<file path="config.mk">
export PLATFORM = sky130hd
export DESIGN_NAME = evt_status_ctrl
export DESIGN_NICKNAME = d
export VERILOG_FILES = /design/src/rtl/evt_pkg.sv /design/src/rtl/evt_regport.sv /design/src/rtl/evt_status_bank.sv /design/src/rtl/evt_irq_gen.sv /design/src/rtl/evt_status_ctrl.sv
export SDC_FILE = /design/constraint.sdc
export NUM_CORES = 1
export LEC_CHECK = 0
export ABC_AREA = 0
export BUFFER_PORTS_ARGS = -buffer_cell sky130_fd_sc_hd__buf_2
export CAP_MARGIN = 20
export CORE_MARGIN = 3
export CORE_UTILIZATION = 48
export CTS_CLUSTER_SIZE = 8
export DETAILED_ROUTE_END_ITERATION = 16
export GPL_ROUTABILITY_DRIVEN = 1
export PLACE_DENSITY = 0.87
export SYNTH_ARGS = -nofsm -noshare
export SYNTH_HDL_FRONTEND = slang
export SYNTH_SLANG_ARGS = --single-unit
</file>
<file path="constraint.sdc">
create_clock -name clk -period 2 [get_ports clk]
set_input_delay 0.2 -clock clk [delete_from_list [all_inputs] [get_ports clk]]
set_output_delay 0.2 -clock clk [all_outputs]
set_load 0.02 [all_outputs]
</file>
<file path="src/rtl/evt_pkg.sv">
`timescale 1ns/1ps
// Package: shared register selection type and word offsets for the
// event status controller. Offsets are relative to the block base address.
package evt_pkg;
    typedef enum logic [1:0] {
        SEL_NONE   = 2'd0,
        SEL_STATUS = 2'd1,
        SEL_HOLD   = 2'd2,
        SEL_MASK   = 2'd3
    } reg_sel_e;

    localparam int OFS_STATUS = 0;
    localparam int OFS_HOLD   = 4;
    localparam int OFS_MASK   = 8;
endpackage

</file>
<file path="src/rtl/evt_regport.sv">
`timescale 1ns/1ps
// Module: evt_regport
// Decodes the register port and holds the hold (clear-control) and mask
// registers. It returns read data and the acknowledge one cycle after a
// strobe. It also exports the hold value that will be in force after the
// current edge, so that the status bank applies a clear in the same cycle
// as the write.
// Assumes: one access per cycle; the status register is read-only.
module evt_regport
    import evt_pkg::*;
#(
    parameter int                EVT_W     = 32,
    parameter int                ADDR_W    = 16,
    parameter logic [ADDR_W-1:0] BASE_ADDR = 16'h1474
) (
    input  logic              clk,
    input  logic              rst_n,
    input  logic [ADDR_W-1:0] addr_i,
    input  logic              wr_i,
    input  logic              rd_i,
    input  logic [EVT_W-1:0]  wdata_i,
    input  logic [EVT_W-1:0]  status_i,
    output logic [EVT_W-1:0]  rdata_o,
    output logic              ack_o,
    output logic [EVT_W-1:0]  hold_q_o,
    output logic [EVT_W-1:0]  hold_next_o,
    output logic [EVT_W-1:0]  mask_q_o
);
    localparam logic [ADDR_W-1:0] ADDR_STATUS = BASE_ADDR + ADDR_W'(OFS_STATUS);
    localparam logic [ADDR_W-1:0] ADDR_HOLD   = BASE_ADDR + ADDR_W'(OFS_HOLD);
    localparam logic [ADDR_W-1:0] ADDR_MASK   = BASE_ADDR + ADDR_W'(OFS_MASK);

    reg_sel_e         sel;
    logic [EVT_W-1:0] hold_q, mask_q;

    // Address decode into a register selection.
    always_comb begin
        if (addr_i == ADDR_STATUS)    sel = SEL_STATUS;
        else if (addr_i == ADDR_HOLD) sel = SEL_HOLD;
        else if (addr_i == ADDR_MASK) sel = SEL_MASK;
        else                          sel = SEL_NONE;
    end

    // Hold value in force after this edge, including a write in progress.
    always_comb begin
        hold_next_o = hold_q;
        if (wr_i && sel == SEL_HOLD) hold_next_o = wdata_i;
    end

    // Writable registers: hold clears to 0 on reset, mask sets to all ones.
    always_ff @(posedge clk) begin
        if (!rst_n) begin
            hold_q <= '0;
            mask_q <= '1;
        end else begin
            hold_q <= hold_next_o;
            if (wr_i && sel == SEL_MASK) mask_q <= wdata_i;
        end
    end

    // Read data and acknowledge, both registered one cycle after the strobe.
    always_ff @(posedge clk) begin
        if (!rst_n) begin
            rdata_o <= '0;
            ack_o   <= 1'b0;
        end else begin
            ack_o <= wr_i | rd_i;
            if (rd_i) begin
                unique case (sel)
                    SEL_STATUS: rdata_o <= status_i;
                    SEL_HOLD:   rdata_o <= hold_q;
                    SEL_MASK:   rdata_o <= mask_q;
                    default:    rdata_o <= '0;
                endcase
            end
        end
    end

    assign hold_q_o = hold_q;
    assign mask_q_o = mask_q;

    // every strobe is acknowledged in the next cycle.
    assert_ack_follows_R9: assert property (@(posedge clk) disable iff (!rst_n)
        (wr_i || rd_i) |=> ack_o);
    // no acknowledge without a strobe in the previous cycle.
    assert_no_stray_ack_R9: assert property (@(posedge clk) disable iff (!rst_n)
        !(wr_i || rd_i) |=> !ack_o);
    // the mask changes only through a write to the mask address.
    assert_mask_write_only_R5: assert property (@(posedge clk) disable iff (!rst_n)
        !(wr_i && addr_i == ADDR_MASK) |=> $stable(mask_q));
endmodule

</file>
<file path="src/rtl/evt_status_bank.sv">
`timescale 1ns/1ps
// Module: evt_status_bank
// Sticky status bits, one per event line. An event sets its bit. The hold
// value in force after the edge forces the bit to 0, and the hold wins
// over an event in the same cycle.
// Assumes: events are single-cycle pulses synchronous to clk.
module evt_status_bank #(
    parameter int EVT_W = 32
) (
    input  logic             clk,
    input  logic             rst_n,
    input  logic [EVT_W-1:0] evt_i,
    input  logic [EVT_W-1:0] hold_next_i,
    output logic [EVT_W-1:0] status_o
);
    logic [EVT_W-1:0] status_q;

    for (genvar b = 0; b < EVT_W; b++) begin : g_bit
        // Per-bit sticky capture with held clear taking priority.
        always_ff @(posedge clk) begin
            if (!rst_n)              status_q[b] <= 1'b0;
            else if (hold_next_i[b]) status_q[b] <= 1'b0;
            else if (evt_i[b])       status_q[b] <= 1'b1;
        end
    end

    assign status_o = status_q;

    // an event with no hold in force is visible after the edge.
    assert_capture_R1: assert property (@(posedge clk) disable iff (!rst_n)
        1'b1 |=> ((status_q & $past(evt_i & ~hold_next_i)) == $past(evt_i & ~hold_next_i)));
    // a set bit survives unless a hold was applied.
    assert_sticky_R2: assert property (@(posedge clk) disable iff (!rst_n)
        1'b1 |=> ((status_q & $past(status_q)) == ($past(status_q) & ~$past(hold_next_i))));
endmodule

</file>
<file path="src/rtl/evt_irq_gen.sv">
`timescale 1ns/1ps
// Module: evt_irq_gen
// Turns a rising edge of the masked-OR condition into a request that is
// held until the downstream generator acknowledges it. If a rise and an
// acknowledge arrive in the same cycle, the rise wins.
// Assumes: pending_i is a registered-source level synchronous to clk.
module evt_irq_gen (
    input  logic clk,
    input  logic rst_n,
    input  logic pending_i,
    input  logic ack_i,
    output logic req_o
);
    logic pend_q;

    // Edge detector on the pending condition and request set/clear.
    always_ff @(posedge clk) begin
        if (!rst_n) begin
            pend_q <= 1'b0;
            req_o  <= 1'b0;
        end else begin
            pend_q <= pending_i;
            if (pending_i && !pend_q) req_o <= 1'b1;
            else if (ack_i)           req_o <= 1'b0;
        end
    end

    // a raised request stays up until acknowledged.
    assert_req_held_R6: assert property (@(posedge clk) disable iff (!rst_n)
        (req_o && !ack_i) |=> req_o);
    // a request rises only after a 0 to 1 change of the condition.
    assert_rise_needs_edge_R7: assert property (@(posedge clk) disable iff (!rst_n)
        $rose(req_o) |-> ($past(pending_i) && !$past(pend_q)));
endmodule

</file>
<file path="src/rtl/evt_status_ctrl.sv">
`timescale 1ns/1ps
// Module: evt_status_ctrl (top)
// Masked event status controller. It ties together the register port, the
// sticky status bank and the interrupt request generator, and forms the
// masked-OR condition.
// Assumes: the single register clock drives everything; rst_n is synchronous.
module evt_status_ctrl #(
    parameter int                EVT_W     = 32,
    parameter int                ADDR_W    = 16,
    parameter logic [ADDR_W-1:0] BASE_ADDR = 16'h1474
) (
    input  logic              clk,
    input  logic              rst_n,
    input  logic [EVT_W-1:0]  evt_i,
    input  logic [ADDR_W-1:0] reg_addr_i,
    input  logic              reg_wr_i,
    input  logic              reg_rd_i,
    input  logic [EVT_W-1:0]  reg_wdata_i,
    output logic [EVT_W-1:0]  reg_rdata_o,
    output logic              reg_ack_o,
    output logic              irq_req_o,
    input  logic              irq_ack_i
);
    logic [EVT_W-1:0] status, hold_q, hold_next, mask_q;
    logic             pending;

    evt_regport #(.EVT_W(EVT_W), .ADDR_W(ADDR_W), .BASE_ADDR(BASE_ADDR)) u_regport (
        .clk         (clk),
        .rst_n       (rst_n),
        .addr_i      (reg_addr_i),
        .wr_i        (reg_wr_i),
        .rd_i        (reg_rd_i),
        .wdata_i     (reg_wdata_i),
        .status_i    (status),
        .rdata_o     (reg_rdata_o),
        .ack_o       (reg_ack_o),
        .hold_q_o    (hold_q),
        .hold_next_o (hold_next),
        .mask_q_o    (mask_q)
    );

    evt_status_bank #(.EVT_W(EVT_W)) u_bank (
        .clk         (clk),
        .rst_n       (rst_n),
        .evt_i       (evt_i),
        .hold_next_i (hold_next),
        .status_o    (status)
    );

    // Masked OR of the status bits that may reach the host.
    assign pending = |(status & ~mask_q);

    evt_irq_gen u_irq (
        .clk       (clk),
        .rst_n     (rst_n),
        .pending_i (pending),
        .ack_i     (irq_ack_i),
        .req_o     (irq_req_o)
    );

    // a bit under hold always reads as 0.
    assert_hold_forces_zero_R4: assert property (@(posedge clk) disable iff (!rst_n)
        (status & hold_q) == '0);
    // a request only rises when an unmasked status bit was set.
    assert_mask_gates_R5: assert property (@(posedge clk) disable iff (!rst_n)
        $rose(irq_req_o) |-> $past(|(status & ~mask_q)));
endmodule

</file>
==> flow_summary_export.csv <==
group,metric,value,unit
power,cellLeakagePower,3.48,nW
cells_and_area,final_nets,800,
timing,hold_viol,0,
worst_setup_path,criticalPathCategory,"in -> reg",
cells_and_area,synthToLayoutAreaGrowth,39.3,%
cts,worstSkewPairLatency,520,ps
timing,hold_slack,25.0,ps
yosys,synth_edf_count,0,
worst_setup_path,crit_required,2460,ps
worst_hold_path,whs_path_depth,3,
worst_setup_path,rr_worst_depth,5,
worst_setup_path,cp_cell_sequence,"buf_2, or4b_1, nor4_4, buf_4, a22oi_1, nor2_1, a221o_1",
yosys,synth_top_family_by_area,"compound AO/OA/AOI/OAI gates",
timing,worst_slack,-16.5,ps
floorplan,fp.dieH,110,µm
floorplan,start_util,49.6,%
yosys,synth_seq_area_share,50.8,%
yosys,synthMuxAreaShare,6.20,%
cts,clk_pin_slew_worst_paths,60,ps
yosys,async_flop_share,0,%
timing,fmaxAchievable,496,MHz
worst_setup_path,startpoint_type,"primary input",
global_route,grt_usage,27.3,%
worst_setup_path,worstSetupEndpointType,"register",
drt,drtPass1Iterations,6,
timing,worst_pin_slew,568,ps
floorplan,io_pins,119,
cts,cts_tree,"done",
cts,clk_path_buf_depth,2,
cts,cts_setup_buffers,0,
yosys,syn_avg_cell_area,9.70,µm²
power,ir_worst_vdd,0.608,mV
worst_setup_path,slowest_delay,720,ps
global_route,antenna_found_initial,0,
timing,maxSlewHeadroom,62.1,%
yosys,synth_area_leaders,"dfxtp_1, a221o_1, mux2i_1, o211a_1, nand2_1",
outcome,violations,"setup timing",
yosys,synth_ff_type,"dfxtp_1",
yosys,mappedNetlistArea,5170,µm²
yosys,synth_common_cells,"dfxtp_1, nand2_1, nor2b_1",
worst_setup_path,critPathMaxFanout,22,
placed_design,dp_hpwl,9670,µm
placed_design,placed_area,5950,µm²
yosys,synth_top_area_cell,"dfxtp_1",
global_route,grt_pass1_vias,4898,
yosys,synth_compound_area_share,19.5,%
yosys,ys_types,28,
floorplan,die_w,110,µm
yosys,yosysWarnings,0,
global_route,grt_overflow,0,
global_route,grt_start_max_net_pins,63,
flow_run,max-cap-violations,0,
power,total_power,0.00608,W
floorplan,row_count,37,
timing,finClkSkew,12.1,ps
global_route,grt_pass1_wl,24900,µm
worst_hold_path,hp-class,"in -> reg",
timing,setup_violations,1,
drt,wl,16200,µm
drt,wl_per_cell,18.8,µm
timing,fin_crit_sh,101,%
cells_and_area,design_area,7200,µm²
outcome,outcome,"complete, but fails checks",
floorplan,design.core.area,10400,µm²
yosys,yosys.area_share.simple,17.8,%
cts,clock-sinks,131,
cts,h-tree-depth,4,
yosys,synth_xor_area_share,0,%
worst_setup_path,cp.buffers_inverters,2,
drt,drt_iter0_drc,489,
drt,post_drt_via_cell_ratio,5.78,
timing,drv_slew,0,
drt,drc_errors,0,
yosys,syn-num-nets,618,
timing,fin_crit,2020,ps
yosys,synth_most_common_cell,"dfxtp_1",
worst_setup_path,path_depth,7,
floorplan,dieArea,12000,µm²
placed_design,io_buffers,118,
yosys,yosysTopAreaCellShare,50.8,%
worst_setup_path,cp.arrival,2480,ps
drt,vias,5000,
cells_and_area,layout-drive-gt1-share,23.6,%
worst_setup_path,crit_slowest_cell,"or4b_1",
yosys,ys_seq_elements,131,
yosys,synthAdderAreaFrac,0,%
power,p_per_area,845,nW/µm²
drt,ant_nets,0,
yosys,syn_inst,533,
worst_setup_path,cp_top_family,"simple AND/OR/NAND/NOR gates",
cts,cts_root_buf,"clkbuf_8",
placed_design,pre_cts_ws,-117,ps
timing,rsz0062_at_grt,"no",
cts,numCtsBuffers,17,
placed_design,gp_congestion,0.841,
path summary, 6_finish.rpt:
check / from / endpoint / slack, ps
hold / removal: irq_ack_i / u_irq.req_o / 20
hold reg to reg: u_irq.req_o / u_irq.req_o / 470
setup reg to reg: u_bank.status_o[6] / u_irq.req_o / 550
setup / recovery: reg_addr_i[1] / u_regport.rdata_o[8] / -20
repair_timing:
item,in CTS,in global routing
resized for setup,0,0
hold buffers,66,0
setup endpoints to repair,0,0
hold endpoints to repair,85,0
cell type report:
type                    instances  area [µm²]
fillers                       731        3220
flip-flops and latches        131        2620
multi-input cells             331        2260
repair buffers                201        1440
clock buffers                  18         418
well taps                     136         170
clock inverters                14         163
inverters                      33         124
diodes                          1        2.50
worst reg2reg max path, delay by kind of cell (launching register included):
kind            cells  cell delay, ps
simple gates        2             550
compound gates      2             380
flops               1             330
buf+inv             1              90
state kept, by name, indices dropped and copies added (netlist names):
register,flops
u_regport.hold_q_o,32
u_regport.mask_q_o,32
u_regport.rdata_o,32
u_bank.status_o,32
u_irq.pend_q,1
u_irq.req_o,1
u_regport.ack_o,1
metrics by stage:
step / std cells / setup TNS, ps / utilization (%)
after floorplan: 533 / 0 / -
after global placement: 766 / -755 / 57.2
after detailed placement: 766 / -3400 / 57.2
after CTS: 864 / 0 / 69.1
after global routing: 864 / 0 / 69.1
final: 865 / -16.5 / 69.1
placed cells by master (no fill, tap or decap), drive strengths merged, types with 3 or more instances in the layout:
cell and n:
buf 135, dfxtp 131, nand2 67, dlygate4sd3 66, nor2b 34, inv 34, nor2 33, nand3 32
mux2i 32, o211a 32, a22oi 32, a221o 32, clkbuf 18, o22ai 16, nor4 7, clkinv 6
clkinvlp 4, bufinv 3, or4b 3
cell families (layout without fill, tap and decap cells):
group | Yosys count | in the layout
AO/OA/AOI/OAI | 115 | 115
buffers and inverters | 71 | 266
flip-flops | 131 | 131
multiplexers | 32 | 32
other | 0 | 1
AND/OR/NAND/NOR | 184 | 184
per-layer routing:
metal  share of wire [%]  GRT usage, %  wire (µm)
met5                   0             0          0
met2                  50          46.4       8100
met4                 3.9          14.2        629
met1                  38          31.1       6150
met3                 8.5          7.63       1380
power by group:
group	internal (W)	switching, W	leakage, nW	total, W
Sequential	0.00266	0.0000427	1.07	0.00270
Clock	0.00189	0.00114	0.277	0.00303
Combinational	0.000204	0.000145	2.14	0.000349
Total	0.00475	0.00133	3.48	0.00608
Power figures use the tool's default switching activity.
